--- config.mk ---
export PLATFORM = sky130hd
export DESIGN_NAME = adc_cond_chan
export DESIGN_NICKNAME = d
export VERILOG_FILES = /design/src/rtl/adc_cond_pkg.sv /design/src/rtl/adc_cond_cal.sv /design/src/rtl/adc_cond_smooth.sv /design/src/rtl/adc_cond_narrow.sv /design/src/rtl/adc_cond_chan.sv
export SDC_FILE = /design/constraint.sdc
export NUM_CORES = 2
export LEC_CHECK = 0
export ABC_AREA = 1
export BUFFER_PORTS_ARGS = -buffer_cell sky130_fd_sc_hd__buf_2
export CORE_ASPECT_RATIO = 0.6
export CORE_MARGIN = 2
export CORE_UTILIZATION = 58
export DETAILED_ROUTE_END_ITERATION = 7
export HOLD_SLACK_MARGIN = 0.1
export PLACE_DENSITY = 0.78
export SKIP_CTS_REPAIR_TIMING = 1
export SYNTH_ARGS = -nofsm -noshare
export SYNTH_HDL_FRONTEND = slang
export SYNTH_SLANG_ARGS = --single-unit
export TNS_END_PERCENT = 1
--- constraint.sdc ---
create_clock -name clk -period 3.4 [get_ports clk]
set_clock_uncertainty 0.05 [all_clocks]
set_input_delay 0.68 -clock clk [delete_from_list [all_inputs] [get_ports clk]]
set_output_delay 0.68 -clock clk [all_outputs]
set_load 0.005 [all_outputs]
--- src/rtl/adc_cond_pkg.sv ---
package adc_cond_pkg;
  // Default geometry of the conditioning channel
  localparam int unsigned CONV_W_DEF   = 14;
  localparam int unsigned CORE_W_DEF   = 18;
  localparam int unsigned GFRAC_DEF    = 14;
  localparam int unsigned LEN_LOG_DEF  = 3;
endpackage

--- src/rtl/adc_cond_cal.sv ---
module adc_cond_cal #(
  parameter int unsigned CONV_W = adc_cond_pkg::CONV_W_DEF,
  parameter int unsigned CORE_W = adc_cond_pkg::CORE_W_DEF,
  parameter int unsigned GFRAC  = adc_cond_pkg::GFRAC_DEF
) (
  input  logic                     clk,
  input  logic                     rst_n,
  input  logic                     s_valid,
  input  logic signed [CONV_W-1:0] s_code,
  input  logic signed [CORE_W-1:0] k_gain,
  input  logic signed [CORE_W-1:0] k_offs,
  output logic                     m_valid,
  output logic signed [CORE_W-1:0] m_data
);
  localparam int unsigned PAD = CORE_W - CONV_W;
  localparam int unsigned PW  = 2 * CORE_W;
  localparam logic signed [PW:0] RND    = (PW+1)'(2**(GFRAC-1));
  localparam logic signed [PW:0] LIM_HI = (PW+1)'(2**(CORE_W-1) - 1);
  localparam logic signed [PW:0] LIM_LO = ~LIM_HI;
  localparam logic signed [CORE_W-1:0] UNITY = CORE_W'(2**GFRAC);

  function automatic logic signed [CORE_W-1:0] f_widen(input logic signed [CONV_W-1:0] a);
    return {a, {PAD{1'b0}}};
  endfunction

  function automatic logic signed [CORE_W-1:0] f_clip(input logic signed [PW:0] v);
    if (v > LIM_HI) return CORE_W'(LIM_HI);
    if (v < LIM_LO) return CORE_W'(LIM_LO);
    return CORE_W'(v);
  endfunction

  function automatic logic signed [CORE_W-1:0] f_scale(input logic signed [CORE_W-1:0] x,
                                                        input logic signed [CORE_W-1:0] g);
    logic signed [PW-1:0] prod;
    logic signed [PW:0]   acc;
    prod = PW'(x) * PW'(g);
    acc  = ((PW+1)'(prod) + RND) >>> GFRAC;
    return f_clip(acc);
  endfunction

  function automatic logic signed [CORE_W-1:0] f_shift_dc(input logic signed [CORE_W-1:0] x,
                                                           input logic signed [CORE_W-1:0] o);
    return f_clip((PW+1)'(x) + (PW+1)'(o));
  endfunction

  logic signed [CORE_W-1:0] widened;
  logic signed [CORE_W-1:0] scaled_q;
  logic                     scaled_v;

  assign widened = f_widen(s_code);

  always_ff @(posedge clk or negedge rst_n) begin
    if (!rst_n) begin
      scaled_q <= '0;
      scaled_v <= 1'b0;
      m_data   <= '0;
      m_valid  <= 1'b0;
    end else begin
      scaled_v <= s_valid;
      if (s_valid) scaled_q <= f_scale(widened, k_gain);
      m_valid <= scaled_v;
      if (scaled_v) m_data <= f_shift_dc(scaled_q, k_offs);
    end
  end

  // unity gain leaves the widened sample untouched
  p_unity_gain_r3: assert property (@(posedge clk) disable iff (!rst_n)
    (s_valid && k_gain == UNITY) |=> (scaled_q == $past(widened)));

  // zero offset passes the scaled value
  p_zero_offset_r4: assert property (@(posedge clk) disable iff (!rst_n)
    (scaled_v && k_offs == '0) |=> (m_data == $past(scaled_q)));
endmodule

--- src/rtl/adc_cond_smooth.sv ---
module adc_cond_smooth #(
  parameter int unsigned CORE_W  = adc_cond_pkg::CORE_W_DEF,
  parameter int unsigned LEN_LOG = adc_cond_pkg::LEN_LOG_DEF,
  localparam int unsigned SEL_W  = $clog2(LEN_LOG + 1)
) (
  input  logic                     clk,
  input  logic                     rst_n,
  input  logic                     s_valid,
  input  logic signed [CORE_W-1:0] s_data,
  input  logic [SEL_W-1:0]         len_sel,
  output logic                     m_valid,
  output logic signed [CORE_W-1:0] m_data
);
  localparam int unsigned DEPTH = 1 << LEN_LOG;
  localparam int unsigned SUM_W = CORE_W + LEN_LOG;

  logic signed [CORE_W-1:0] hist    [DEPTH];
  logic signed [SUM_W-1:0]  sum_q   [LEN_LOG+1];
  logic signed [SUM_W-1:0]  sum_nx  [LEN_LOG+1];
  logic signed [SUM_W-1:0]  picked;
  logic signed [CORE_W-1:0] mean_nx;

  for (genvar k = 0; k <= LEN_LOG; k++) begin : g_len
    localparam int unsigned TAIL = (1 << k) - 1;
    assign sum_nx[k] = sum_q[k] + SUM_W'(s_data) - SUM_W'(hist[TAIL]);
    always_ff @(posedge clk or negedge rst_n) begin
      if (!rst_n)       sum_q[k] <= '0;
      else if (s_valid) sum_q[k] <= sum_nx[k];
    end
  end

  always_comb begin
    picked = sum_nx[0];
    for (int k = 0; k <= LEN_LOG; k++)
      if (len_sel == SEL_W'(k)) picked = sum_nx[k];
    mean_nx = CORE_W'(picked >>> len_sel);
  end

  always_ff @(posedge clk or negedge rst_n) begin
    if (!rst_n) begin
      for (int i = 0; i < DEPTH; i++) hist[i] <= '0;
      m_data  <= '0;
      m_valid <= 1'b0;
    end else begin
      m_valid <= s_valid;
      if (s_valid) begin
        hist[0] <= s_data;
        for (int i = 1; i < DEPTH; i++) hist[i] <= hist[i-1];
        m_data <= mean_nx;
      end
    end
  end

  // length one passes each sample straight through
  p_len_one_r5: assert property (@(posedge clk) disable iff (!rst_n)
    (s_valid && len_sel == '0) |=> (m_data == $past(s_data)));

  // no valid sample, no change
  p_hold_idle_r6: assert property (@(posedge clk) disable iff (!rst_n)
    !s_valid |=> $stable(m_data));
endmodule

--- src/rtl/adc_cond_narrow.sv ---
module adc_cond_narrow #(
  parameter int unsigned CONV_W = adc_cond_pkg::CONV_W_DEF,
  parameter int unsigned CORE_W = adc_cond_pkg::CORE_W_DEF
) (
  input  logic                     clk,
  input  logic                     rst_n,
  input  logic                     s_valid,
  input  logic signed [CORE_W-1:0] s_data,
  output logic                     m_valid,
  output logic signed [CONV_W-1:0] m_code
);
  localparam int unsigned DROP = CORE_W - CONV_W;
  localparam int unsigned XW   = CORE_W + 1;
  localparam logic signed [XW-1:0] RND    = XW'(2**(DROP-1));
  localparam logic signed [XW-1:0] CODE_HI = XW'(2**(CONV_W-1) - 1);
  localparam logic signed [XW-1:0] CODE_LO = ~CODE_HI;
  localparam logic signed [CORE_W-1:0] CORE_MAX = CORE_W'(2**(CORE_W-1) - 1);
  localparam logic signed [CONV_W-1:0] OUT_MAX  = CONV_W'(2**(CONV_W-1) - 1);

  function automatic logic signed [CONV_W-1:0] f_narrow(input logic signed [CORE_W-1:0] x);
    logic signed [XW-1:0] v;
    v = (XW'(x) + RND) >>> DROP;
    if (v > CODE_HI) return CONV_W'(CODE_HI);
    if (v < CODE_LO) return CONV_W'(CODE_LO);
    return CONV_W'(v);
  endfunction

  always_ff @(posedge clk or negedge rst_n) begin
    if (!rst_n) begin
      m_code  <= '0;
      m_valid <= 1'b0;
    end else begin
      m_valid <= s_valid;
      if (s_valid) m_code <= f_narrow(s_data);
    end
  end

  // rounding carry at the top of range clips rather than wraps
  p_dac_clip_r8: assert property (@(posedge clk) disable iff (!rst_n)
    (s_valid && s_data == CORE_MAX) |=> (m_code == OUT_MAX));

  // code is held when no value arrives
  p_dac_hold_r9: assert property (@(posedge clk) disable iff (!rst_n)
    !s_valid |=> ($stable(m_code) && !m_valid));
endmodule

--- src/rtl/adc_cond_chan.sv ---
module adc_cond_chan #(
  parameter int unsigned CONV_W  = adc_cond_pkg::CONV_W_DEF,
  parameter int unsigned CORE_W  = adc_cond_pkg::CORE_W_DEF,
  parameter int unsigned GFRAC   = adc_cond_pkg::GFRAC_DEF,
  parameter int unsigned LEN_LOG = adc_cond_pkg::LEN_LOG_DEF,
  localparam int unsigned SEL_W  = $clog2(LEN_LOG + 1)
) (
  input  logic              clk,
  input  logic              rst_n,
  input  logic              in_valid,
  input  logic [CONV_W-1:0] in_sample,
  input  logic [CORE_W-1:0] gain,
  input  logic [CORE_W-1:0] offset,
  input  logic [SEL_W-1:0]  avg_len,
  output logic              out_valid,
  output logic [CORE_W-1:0] out_data,
  input  logic              dac_in_valid,
  input  logic [CORE_W-1:0] dac_in,
  output logic              dac_out_valid,
  output logic [CONV_W-1:0] dac_out
);
  logic                     cal_valid;
  logic signed [CORE_W-1:0] cal_data;
  logic signed [CORE_W-1:0] avg_data;
  logic signed [CONV_W-1:0] dac_code;

  adc_cond_cal #(.CONV_W(CONV_W), .CORE_W(CORE_W), .GFRAC(GFRAC)) u_cal (
    .clk     (clk),
    .rst_n   (rst_n),
    .s_valid (in_valid),
    .s_code  ($signed(in_sample)),
    .k_gain  ($signed(gain)),
    .k_offs  ($signed(offset)),
    .m_valid (cal_valid),
    .m_data  (cal_data)
  );

  adc_cond_smooth #(.CORE_W(CORE_W), .LEN_LOG(LEN_LOG)) u_avg (
    .clk     (clk),
    .rst_n   (rst_n),
    .s_valid (cal_valid),
    .s_data  (cal_data),
    .len_sel (avg_len),
    .m_valid (out_valid),
    .m_data  (avg_data)
  );

  adc_cond_narrow #(.CONV_W(CONV_W), .CORE_W(CORE_W)) u_dac (
    .clk     (clk),
    .rst_n   (rst_n),
    .s_valid (dac_in_valid),
    .s_data  ($signed(dac_in)),
    .m_valid (dac_out_valid),
    .m_code  (dac_code)
  );

  assign out_data = avg_data;
  assign dac_out  = dac_code;

  // fixed three-edge latency from strobe in to strobe out
  p_latency_r7: assert property (@(posedge clk) disable iff (!rst_n)
    in_valid |-> ##3 out_valid);
  p_no_spurious_r7: assert property (@(posedge clk) disable iff (!rst_n)
    !in_valid |-> ##3 !out_valid);
endmodule

==> metrics.yaml <==
yosys-top-cells-area: "dfrtp_1 (25%), fa_1 (22%), nand2_1 (14%)"
area_growth_pct: 22.61
cts_tree: "done"
slowest_stage: "fa_2"
reg2reg_depth: 20
fmaxAchievable_mhz: 148.4
wl_per_cell_um: 16.71
avgSynthCellArea_um2: 7.517
path_buf_inv: 6
final_util_pct: 72.64
num-nets-final: 4968
yosysWarnings: 0
end_kind: "flop"
netlist_instances: 3920
cpPeakStageDelay_ns: 0.63
rows: 63
cp_max_fo: 13
via_per_inst: 5.255
synth_cell_types: 48
synth_top_area_cell: "dfrtp_1"
layout_setup_ws_ns: -3.340
grt.overflow.total: 0
clk_pin_slew_ns: 0.07
synth_top_flop_cell: "dfrtp_1"
cts.path.max_buffers: 3
maxSlewHeadroom_pct: 43.52
drive_gt1_share_pct: 19.96
gr-usage-all-layers_pct: 33.17
synth-edff-count: 0
reg2reg_from: "u_cal.m_data[1]"
cts_buffers: 26
min_period_ns: 6.740
worstPathArrival_ns: 7.14
crit_family: "adder cells"
antenna_left: 0
final_hold_viol_count: 0
syn_area_um2: 29470
n_antenna_cell: 0
ys_seq_area_share_pct: 24.97
io_buffers: 104
grt_setup_unrepaired: "yes"
hp-class: "primary input to asynchronous set/reset pin"
io_pins: 108
grt_max_degree: 188
synth_top_area_share_pct: 24.97
dp.cells: 5040
dr_total_vias: 26800
wirelength_um: 85260
finalSetupViolCount: 65
drc: 0
initial_core_util_pct: 59.24
ys_ff_latch: 294
clk_latency_ns: 0.58
required_ns: 3.80
grt_pass1_vias: 25650
chipWidth_um: 295.0
drv_slew: 0
die-area_um2: 52680
async_flop_share_pct: 100.0
violations: "negative setup slack"
final_cells: 5101
htreeDepth: 1
dp_hpwl_um: 68240
r2r-end: "u_avg.m_data[12]"
gp_congestion: 1.072
drtPass1Iterations: 8
cp_common_cell: "nand2_1"
critical_path_class: "primary input to flop"
die_h_um: 178.6
core_area_um2: 49740
antenna_found_initial: 0
clock-sinks: 294
syn_nets: 4488
worst_pin_slew_ns: 0.8472
status: "finished with violations"
nFillCells: 3803
cts_root_buf: "clkbuf_16"
finalCritPeriodShare_pct: 198.2
maxCapViolations: 0
reg2reg_slack_ns: -1.03
first_iter_violations: 3134
grt_pass1_wl_um: 136300
cp-start-kind: "primary input"
cell type report:
type                       count  area, um2  share of cell area [%]
timing repair buffer         562       4199                   11.62
inverter                     945       3555                   9.839
clock inverter                13      162.7                  0.4502
tap                          682      853.3                   2.362
multi-input combinational   2571      19260                   53.30
sequential                   294       7361                   20.37
clock buffer                  34      742.0                   2.054
sequential cells by signal, summed over array words and instances, names as in the netlist, 14 cells and up:
| signal | count |
|---|---|
| u_cal.m_data | 18 |
| u_avg.m_data | 18 |
| u_dac.m_code | 14 |
| u_cal.scaled_q | 18 |
| u_avg.hist | 144 |
| u_avg.sum_q | 78 |
worst max-delay path by stage:
stage / startpoint / end / slack [ns] / cells after the start
2_1_floorplan: in_sample[3] / u_cal.scaled_q[10] / -3.08 / 33
3_3_place_gp: in_sample[10] / u_cal.scaled_q[10] / -3.86 / 34
3_5_place_dp: in_sample[10] / u_cal.scaled_q[14] / -3.98 / 34
4_1_cts: in_sample[10] / u_cal.scaled_q[11] / -3.43 / 34
5_1_grt: gain[17] / u_cal.scaled_q[11] / -3.54 / 33
6_report: gain[17] / u_cal.scaled_q[9] / -3.34 / 32
synth_stat cells, drive strengths merged, types with 2 or more instances:
cell    count
nand2    1142
inv       941
fa        320
dfrtp     294
o21ai     265
ha        174
nor2      154
nand3     133
a21oi     131
clkbuf    106
xor2       50
xnor2      40
nand4      30
or2        25
a22oi      15
nor3       14
a21o       11
nand3b     10
o21bai      9
buf         8
o211ai      8
o22ai       6
nor4        5
a22o        4
a31oi       4
clkinv      4
a221oi      3
a211oi      2
a21boi      2
o21a        2
routing by layer:
metal	routed length, um	global-route usage [%]
met1	40190	52.83
met2	31940	43.42
met3	12320	12.47
met4	771	2.785
met5	39	0.5629
placed cells by master, fill, tap and decap left out, types with 21 or more instances in the layout:
cell type,instances
inv_2,32
a21oi_1,120
ha_4,23
nand2_2,65
nor2_4,24
nand2_1,1051
nand4_1,30
ha_1,151
buf_4,445
inv_1,908
or2_2,24
dfrtp_1,293
xor2_1,46
o21ai_0,260
nand3_1,117
buf_2,92
xnor2_1,37
nand2_4,26
clkbuf_16,27
nor2_2,21
nor2_1,109
fa_1,315
metrics by stage:
step	hold slack, ns	setup TNS, ns	setup WS (ns)	area [um2]
floorplan	0.3019	-54.05	-3.076	30250
global placement	0.4029	-81.18	-3.859	34530
detailed placement	0.4088	-85.49	-3.982	34530
CTS	0.1159	-77.34	-3.429	35440
global route	0.1209	-92.20	-3.541	36130
finish	0.05706	-78.13	-3.340	36130
cells by family (layout without fill, tap and decap cells):
kind of cell	count (synthesis)	after routing	synth area share [%]
adder cells (fa/ha/maj)	494	494	29.13
XOR/XNOR	90	90	2.675
AND/OR/NAND/NOR	1515	1519	21.07
flip-flops	294	294	24.97
buffers and inverters	1059	1554	13.58
multiplexers	1	1	0.03397
AO/OA/AOI/OAI	467	467	8.548
Power is not shown: default switching activity piles up to over one toggle a cycle in this logic, so the estimate is an artifact.
